==> config.mk <==
export PLATFORM = sky130hd
export DESIGN_NAME = trc_encoder
export DESIGN_NICKNAME = d
export VERILOG_FILES = /design/src/rtl/trc_pkg.sv /design/src/rtl/trc_fifo.sv /design/src/rtl/trc_item_mux.sv /design/src/rtl/trc_serializer.sv /design/src/rtl/trc_encoder.sv
export SDC_FILE = /design/constraint.sdc
export NUM_CORES = 1
export LEC_CHECK = 0
export ABC_AREA = 1
export ABC_CLOCK_PERIOD_IN_PS = 6100
export BUFFER_PORTS_ARGS = -buffer_cell sky130_fd_sc_hd__buf_2
export CAP_MARGIN = 20
export CORE_MARGIN = 5
export CORE_UTILIZATION = 55
export CTS_BUF_LIST = sky130_fd_sc_hd__clkbuf_16
export CTS_CLUSTER_SIZE = 16
export DETAILED_ROUTE_END_ITERATION = 8
export HOLD_SLACK_MARGIN = 0.15
export PLACE_DENSITY = 0.76
export SLEW_MARGIN = 20
export SYNTH_ARGS = -nofsm -noshare
export SYNTH_HDL_FRONTEND = slang
export SYNTH_SLANG_ARGS = --single-unit
export TNS_END_PERCENT = 30
==> constraint.sdc <==
create_clock -name clk -period 6.1 [get_ports clk]
set_clock_uncertainty 0.15 [all_clocks]
set_input_delay 1.525 -clock clk [delete_from_list [all_inputs] [get_ports clk]]
set_output_delay 1.525 -clock clk [all_outputs]
set_load 0.02 [all_outputs]
==> src/rtl/trc_pkg.sv <==
package trc_pkg;
  parameter int TRC_DW = 32;

  localparam logic [3:0] PST_IDLE  = 4'h0;
  localparam logic [3:0] PST_START = 4'h1;

  typedef struct packed {
    logic              src_mem;
    logic [1:0]        src_sz;
    logic [TRC_DW-1:0] src_val;
    logic              dst_mem;
    logic [1:0]        dst_sz;
    logic [TRC_DW-1:0] dst_val;
    logic              cof;
    logic [1:0]        tgt_len;
    logic [TRC_DW-1:0] tgt_val;
  } trc_evt_t;

  function automatic logic [3:0] op_marker(input logic [1:0] sz);
    case (sz)
      2'b00:   return 4'h8;
      2'b01:   return 4'h9;
      default: return 4'hB;
    endcase
  endfunction

  function automatic logic [3:0] op_nibs(input logic [1:0] sz);
    case (sz)
      2'b00:   return 4'd2;
      2'b01:   return 4'd4;
      default: return 4'd8;
    endcase
  endfunction

  function automatic logic [3:0] tgt_marker(input logic [1:0] len);
    case (len)
      2'b00:   return 4'h9;
      2'b01:   return 4'hA;
      default: return 4'hB;
    endcase
  endfunction

  function automatic logic [3:0] tgt_nibs(input logic [1:0] len);
    case (len)
      2'b00:   return 4'd4;
      2'b01:   return 4'd6;
      default: return 4'd8;
    endcase
  endfunction
endpackage

==> src/rtl/trc_fifo.sv <==
module trc_fifo #(
  parameter int W     = 8,
  parameter int DEPTH = 4
) (
  input  logic         clk,
  input  logic         rst_n,
  input  logic         push,
  input  logic [W-1:0] wdata,
  input  logic         pop,
  output logic [W-1:0] rdata,
  output logic         not_empty,
  output logic         full
);
  localparam int AW = (DEPTH > 1) ? $clog2(DEPTH) : 1;
  localparam int CW = $clog2(DEPTH + 1);
  localparam logic [AW-1:0] LAST = AW'(DEPTH - 1);
  localparam logic [CW-1:0] FULLV = CW'(DEPTH);

  logic [W-1:0]  mem_q [DEPTH];
  logic [AW-1:0] wp_q, rp_q;
  logic [CW-1:0] cnt_q;
  logic          do_push, do_pop;

  assign full      = (cnt_q == FULLV);
  assign not_empty = (cnt_q != '0);
  assign do_push   = push && !full;
  assign do_pop    = pop && not_empty;
  assign rdata     = mem_q[rp_q];

  always_ff @(posedge clk) begin
    if (do_push) mem_q[wp_q] <= wdata;
  end

  always_ff @(posedge clk or negedge rst_n) begin
    if (!rst_n) begin
      wp_q  <= '0;
      rp_q  <= '0;
      cnt_q <= '0;
    end else begin
      if (do_push) wp_q <= (wp_q == LAST) ? '0 : wp_q + 1'b1;
      if (do_pop)  rp_q <= (rp_q == LAST) ? '0 : rp_q + 1'b1;
      case ({do_push, do_pop})
        2'b10:   cnt_q <= cnt_q + 1'b1;
        2'b01:   cnt_q <= cnt_q - 1'b1;
        default: cnt_q <= cnt_q;
      endcase
    end
  end
endmodule

==> src/rtl/trc_item_mux.sv <==
module trc_item_mux
  import trc_pkg::*;
(
  input  trc_evt_t          evt,
  input  logic [2:0]        pend,
  output logic [2:0]        pick,
  output logic [3:0]        marker,
  output logic [3:0]        nibs,
  output logic [TRC_DW-1:0] value
);
  localparam int NITEM = 3;

  logic [3:0]        mk_a  [NITEM];
  logic [3:0]        nb_a  [NITEM];
  logic [TRC_DW-1:0] val_a [NITEM];

  // slot 0 source, slot 1 destination, slot 2 target: lowest pending wins
  always_comb begin
    mk_a[0] = op_marker(evt.src_sz);  nb_a[0] = op_nibs(evt.src_sz);  val_a[0] = evt.src_val;
    mk_a[1] = op_marker(evt.dst_sz);  nb_a[1] = op_nibs(evt.dst_sz);  val_a[1] = evt.dst_val;
    mk_a[2] = tgt_marker(evt.tgt_len); nb_a[2] = tgt_nibs(evt.tgt_len); val_a[2] = evt.tgt_val;
  end

  always_comb begin
    pick   = '0;
    marker = PST_IDLE;
    nibs   = '0;
    value  = '0;
    for (int i = NITEM - 1; i >= 0; i--) begin
      if (pend[i]) begin
        pick   = 3'(1 << i);
        marker = mk_a[i];
        nibs   = nb_a[i];
        value  = val_a[i];
      end
    end
  end
endmodule

==> src/rtl/trc_serializer.sv <==
module trc_serializer
  import trc_pkg::*;
(
  input  logic       clk,
  input  logic       rst_n,
  input  logic       show_rd,
  input  logic       show_wr,
  input  logic       show_tgt,
  input  trc_evt_t   head,
  input  logic       head_vld,
  output logic       take,
  output logic [3:0] pst,
  output logic [3:0] ddata
);
  localparam int NIB_MAX = TRC_DW / 4;
  localparam int CNT_W   = $clog2(NIB_MAX + 1);

  typedef enum logic [1:0] {A_IDLE, A_START, A_MARK, A_NIB} act_e;

  trc_evt_t          cur_q;
  logic [2:0]        pend_q;
  logic [TRC_DW-1:0] sh_q;
  logic [CNT_W-1:0]  left_q;
  logic [3:0]        pst_q, dd_q;
  act_e              act;
  logic [2:0]        it_pick;
  logic [3:0]        it_mark, it_nibs;
  logic [TRC_DW-1:0] it_val;
  logic [2:0]        new_pend;

  trc_item_mux u_mux (
    .evt(cur_q), .pend(pend_q), .pick(it_pick),
    .marker(it_mark), .nibs(it_nibs), .value(it_val)
  );

  always_comb begin
    if (left_q != '0)      act = A_NIB;
    else if (pend_q != '0) act = A_MARK;
    else if (head_vld)     act = A_START;
    else                   act = A_IDLE;
  end

  assign take     = (act == A_START);
  assign new_pend = {head.cof & show_tgt, head.dst_mem & show_wr, head.src_mem & show_rd};
  assign pst      = pst_q;
  assign ddata    = dd_q;

  always_ff @(posedge clk or negedge rst_n) begin
    if (!rst_n) begin
      cur_q  <= '0;
      pend_q <= '0;
      sh_q   <= '0;
      left_q <= '0;
      pst_q  <= PST_IDLE;
      dd_q   <= '0;
    end else begin
      case (act)
        A_NIB: begin
          pst_q  <= PST_IDLE;
          dd_q   <= sh_q[3:0];
          sh_q   <= sh_q >> 4;
          left_q <= left_q - 1'b1;
        end
        A_MARK: begin
          pst_q  <= it_mark;
          dd_q   <= '0;
          sh_q   <= it_val;
          left_q <= CNT_W'(it_nibs);
          pend_q <= pend_q & ~it_pick;
        end
        A_START: begin
          pst_q  <= PST_START;
          dd_q   <= '0;
          cur_q  <= head;
          pend_q <= new_pend;
        end
        default: begin
          pst_q <= PST_IDLE;
          dd_q  <= '0;
        end
      endcase
    end
  end
endmodule

==> src/rtl/trc_encoder.sv <==
module trc_encoder
  import trc_pkg::*;
#(
  parameter int DEPTH = 4
) (
  input  logic              clk,
  input  logic              rst_n,
  input  logic              cfg_show_rd,
  input  logic              cfg_show_wr,
  input  logic              cfg_show_tgt,
  input  logic              ev_valid,
  output logic              ev_ready,
  input  logic              ev_src_mem,
  input  logic [1:0]        ev_src_size,
  input  logic [TRC_DW-1:0] ev_src_data,
  input  logic              ev_dst_mem,
  input  logic [1:0]        ev_dst_size,
  input  logic [TRC_DW-1:0] ev_dst_data,
  input  logic              ev_cof,
  input  logic [1:0]        ev_tgt_len,
  input  logic [TRC_DW-1:0] ev_tgt_addr,
  output logic              core_stall,
  output logic [3:0]        pst,
  output logic [3:0]        ddata
);
  localparam int EVT_W = $bits(trc_evt_t);

  trc_evt_t in_evt, head_evt;
  logic     full, head_vld, take;

  always_comb begin
    in_evt.src_mem = ev_src_mem;  in_evt.src_sz  = ev_src_size; in_evt.src_val = ev_src_data;
    in_evt.dst_mem = ev_dst_mem;  in_evt.dst_sz  = ev_dst_size; in_evt.dst_val = ev_dst_data;
    in_evt.cof     = ev_cof;      in_evt.tgt_len = ev_tgt_len;  in_evt.tgt_val = ev_tgt_addr;
  end

  trc_fifo #(.W(EVT_W), .DEPTH(DEPTH)) u_q (
    .clk(clk), .rst_n(rst_n),
    .push(ev_valid), .wdata(in_evt),
    .pop(take), .rdata(head_evt),
    .not_empty(head_vld), .full(full)
  );

  trc_serializer u_ser (
    .clk(clk), .rst_n(rst_n),
    .show_rd(cfg_show_rd), .show_wr(cfg_show_wr), .show_tgt(cfg_show_tgt),
    .head(head_evt), .head_vld(head_vld), .take(take),
    .pst(pst), .ddata(ddata)
  );

  assign ev_ready   = !full;
  assign core_stall = full;
endmodule

==> impl_metrics.toml <==
[sta]
timing.final.crit_period_ns = 3.60
holdWs_ns = 0.330
drv_slew = 0
tightest_slew_ns = 1.02
slew_headroom = 0.321
rsz0062_at_grt = "no"
period_share = 0.591
hold_viol_final = 0
setup_viol = 0
max_freq_mhz = 277
setup_ws_ns = 2.50

[min_path]
worst_hold_path.num_cells = 2
hp-class = "reg -> reg"
worstHoldStart = "u_ser.sh_q[13]"
min_to = "u_ser.sh_q[13]"

[drt]
drtIter0Drc = 1374
vias = 15400
postRouteAntennaNets = 0
drc = 0
wl_um = 51300
drt_first_pass_iters = 5
wl_per_cell_um = 18.0
routed_via_density = 5.40

[cells_and_area]
drive_gt1_frac = 0.103
fin_nets = 2383
fin_area_sq_mm = 0.0259
multi_input_area_sq_mm = 0.00604
seqCellArea_sq_mm = 0.0165
fillers = 3172
synthToLayoutAreaGrowth_pct = 10.9
fin_cells = 2849

[synthesis]
synth_top_cells_by_count = "nand2_1, nor2_1, edfxtp_1"
synth.net_count = 2305
synthAdderAreaFrac = 0.00622
synth.area.mux_share = 0
synth_warnings = 0
ys_dominant_reg_cell = "edfxtp_1"
ys_seq_elements = 575
ys_seq_area_frac = 0.707
synth-simple-area-share = 0.195
synth-xor-area-share = 0.00113
synth-edff-count = 420
syn_area_sq_mm = 0.0233
yosysTopAreaCellShare = 0.541
synthTopCellsByArea = "edfxtp_1, dfrtp_1, nand2_1"
async_reset_ff_frac = 0.270
ys_types = 28
netlist_instances = 2183
yosys.cell_count.top_type = "nand2_1"
synth_top_family_by_area = "simple AND/OR/NAND/NOR gates"
synth_compound_gate_area_share = 0.0546
synth_top_cell_by_area = "edfxtp_1"
avgSynthCellArea_sq_um = 10.7

[clocking]
cts_setup_buffers = 0
clock_sinks = 575
cts_tree = "done"
clock-root-buffer = "clkbuf_16"
cts_resized = 0
clk-insertion-delay-late_ns = 0.60
clk_path_buf_depth = 3
cts_made_buffers = 55
hold_buffers = 0
h-tree-depth = 2
clk_pin_slew_worst_paths_ns = 0.06

[floorplanning]
die-width_um = 216
core_area_sq_mm = 0.0419
die_area_sq_mm = 0.0466
io_pins = 121
die_height_um = 216
initial_core_util = 0.556
std_cell_rows = 75

[global_routing]
grt_pass1_vias = 15400
grt_overflow_total = 0
grt_pass1_wl_um = 81900
grt_antenna_before_repair = 4
top_usage_layer = "met2"
grt_max_degree = 200
grtUsageMet3 = 0.0383
met1_usage = 0.301
met2_usage = 0.365
grt_use_total = 0.219

[critical_path]
cp.arrival_ns = 3.94
reg2reg_slack_ns = 2.50
rr_startpoint = "u_ser.pend_q[0]"
startpoint_type = "flop"
cp_cell_sequence = "buf_4 -> nor2_4 -> nand2_4 -> nor2_8 -> ha_4 -> inv_2 -> buf_4 -> nand2_1 -> nand2_1"
endpoint_kind = "flop"
required_ns = 6.43
slowest_stage = "nor2_8"
crit_fanout = 63
r2r-end = "u_ser.cur_q[91]"
worst-r2r-cell-count = 9
cp-startpoint = "u_ser.pend_q[0]"
critPathKind = "reg -> reg"
slowest_delay_ns = 0.62

[power]
leakagePower_nw = 10.6
vdd_ir_drop_max_mv = 0.271
finalPower_mw = 12.9
power_density_mw_per_mm2 = 500

[place]
port_buffers = 119
place_inst = 2743
dpl_cell_area_sq_mm = 0.0241
post-place-ws_ns = 2.50
hpwl_um = 30100
gp_congestion = 0.904

[run]
maxCapViolations = 0

[outcome]
status = "finished, final reports clean"
-- critical path, delay by kind of cell (launching register included) --
kind	cells	cell delay, ns
buffers and inverters	3	1.20
and+or+nand+nor	5	1.15
adders and majority gates	1	0.58
DFF	1	0.36
-- how the worst max path moves through the flow --
| stage | endpoint | slack [ns] | depth (start not counted) |
|---|---|---|---|
| after floorplan | u_q.mem_q[0][0] | -0.70 | 2 |
| after global placement | u_q.mem_q[2][25] | 2.52 | 4 |
| after detailed placement | u_q.mem_q[2][27] | 2.50 | 4 |
| after CTS | u_ser.cur_q[91] | 2.51 | 9 |
| after global routing | u_ser.pend_q[2] | 2.26 | 10 |
| final | u_ser.cur_q[91] | 2.50 | 9 |
-- cell type report --
cell class,count,area share
timing repair buffer,138,0.0303
inverter,35,0.00522
tap,539,0.0261
antenna,2,0.000193
clock inverter,49,0.0136
clock buffer,55,0.0532
multi-input combinational,1456,0.234
sequential,575,0.638
-- sequential cells by signal, summed over array words and instances (netlist names) --
| register | count |
|---|---|
| u_q.mem_q | 420 |
| u_ser.pst | 3 |
| u_ser.ddata | 4 |
| u_ser.sh_q | 32 |
| u_q.wp_q | 2 |
| u_ser.left_q | 4 |
| u_ser.cur_q | 102 |
| u_ser.pend_q | 3 |
| u_q.cnt_q | 3 |
| u_q.rp_q | 2 |
-- metrics by stage --
stage,utilization,TNS [ns]
2_1_floorplan,-,-295.88
3_3_place_gp,0.575,0
3_5_place_dp,0.575,0
4_1_cts,0.617,0
5_1_grt,0.617,0
6_report,0.617,0
-- layout by cell type, fill, tap and decap left out, types with 3 or more instances in the layout --
cell type,n
nand3_1,17
clkinv_2,12
inv_1,38
a21boi_0,4
nor2_4,7
o21ai_1,43
inv_6,4
ha_1,8
buf_2,118
buf_4,16
edfxtp_1,420
inv_2,9
nor2_1,481
o21ai_0,168
nand4_1,3
clkbuf_16,55
dfrtp_1,153
nand2_1,678
buf_12,3
clkinv_1,14
bufinv_16,5
a21oi_1,33
o211ai_1,3
-- kinds of logic after synthesis --
family                     count (synthesis)
other                                      1
xor gates and xnor gates                   3
adders and majority gates                 11
DFF                                      575
and+or+nand+nor                         1190
buffers and inverters                    152
AOI/OAI and AO/OA                        251
-- report_power, final --
group	switching [mW]	internal [mW]	total [mW]
Clock	1.42	1.85	3.27
Combinational	2.75	1.11	3.86
Sequential	0.537	5.27	5.81
Total	4.70	8.23	12.9
-- per-layer routing --
layer,up-vias,share of wire
li1,7351,-
met1,7511,0.42
met3,82,0.058
met5,-,0.00045
met2,446,0.50
met4,4,0.023
Note: power is estimated with default switching activity, not from simulation.
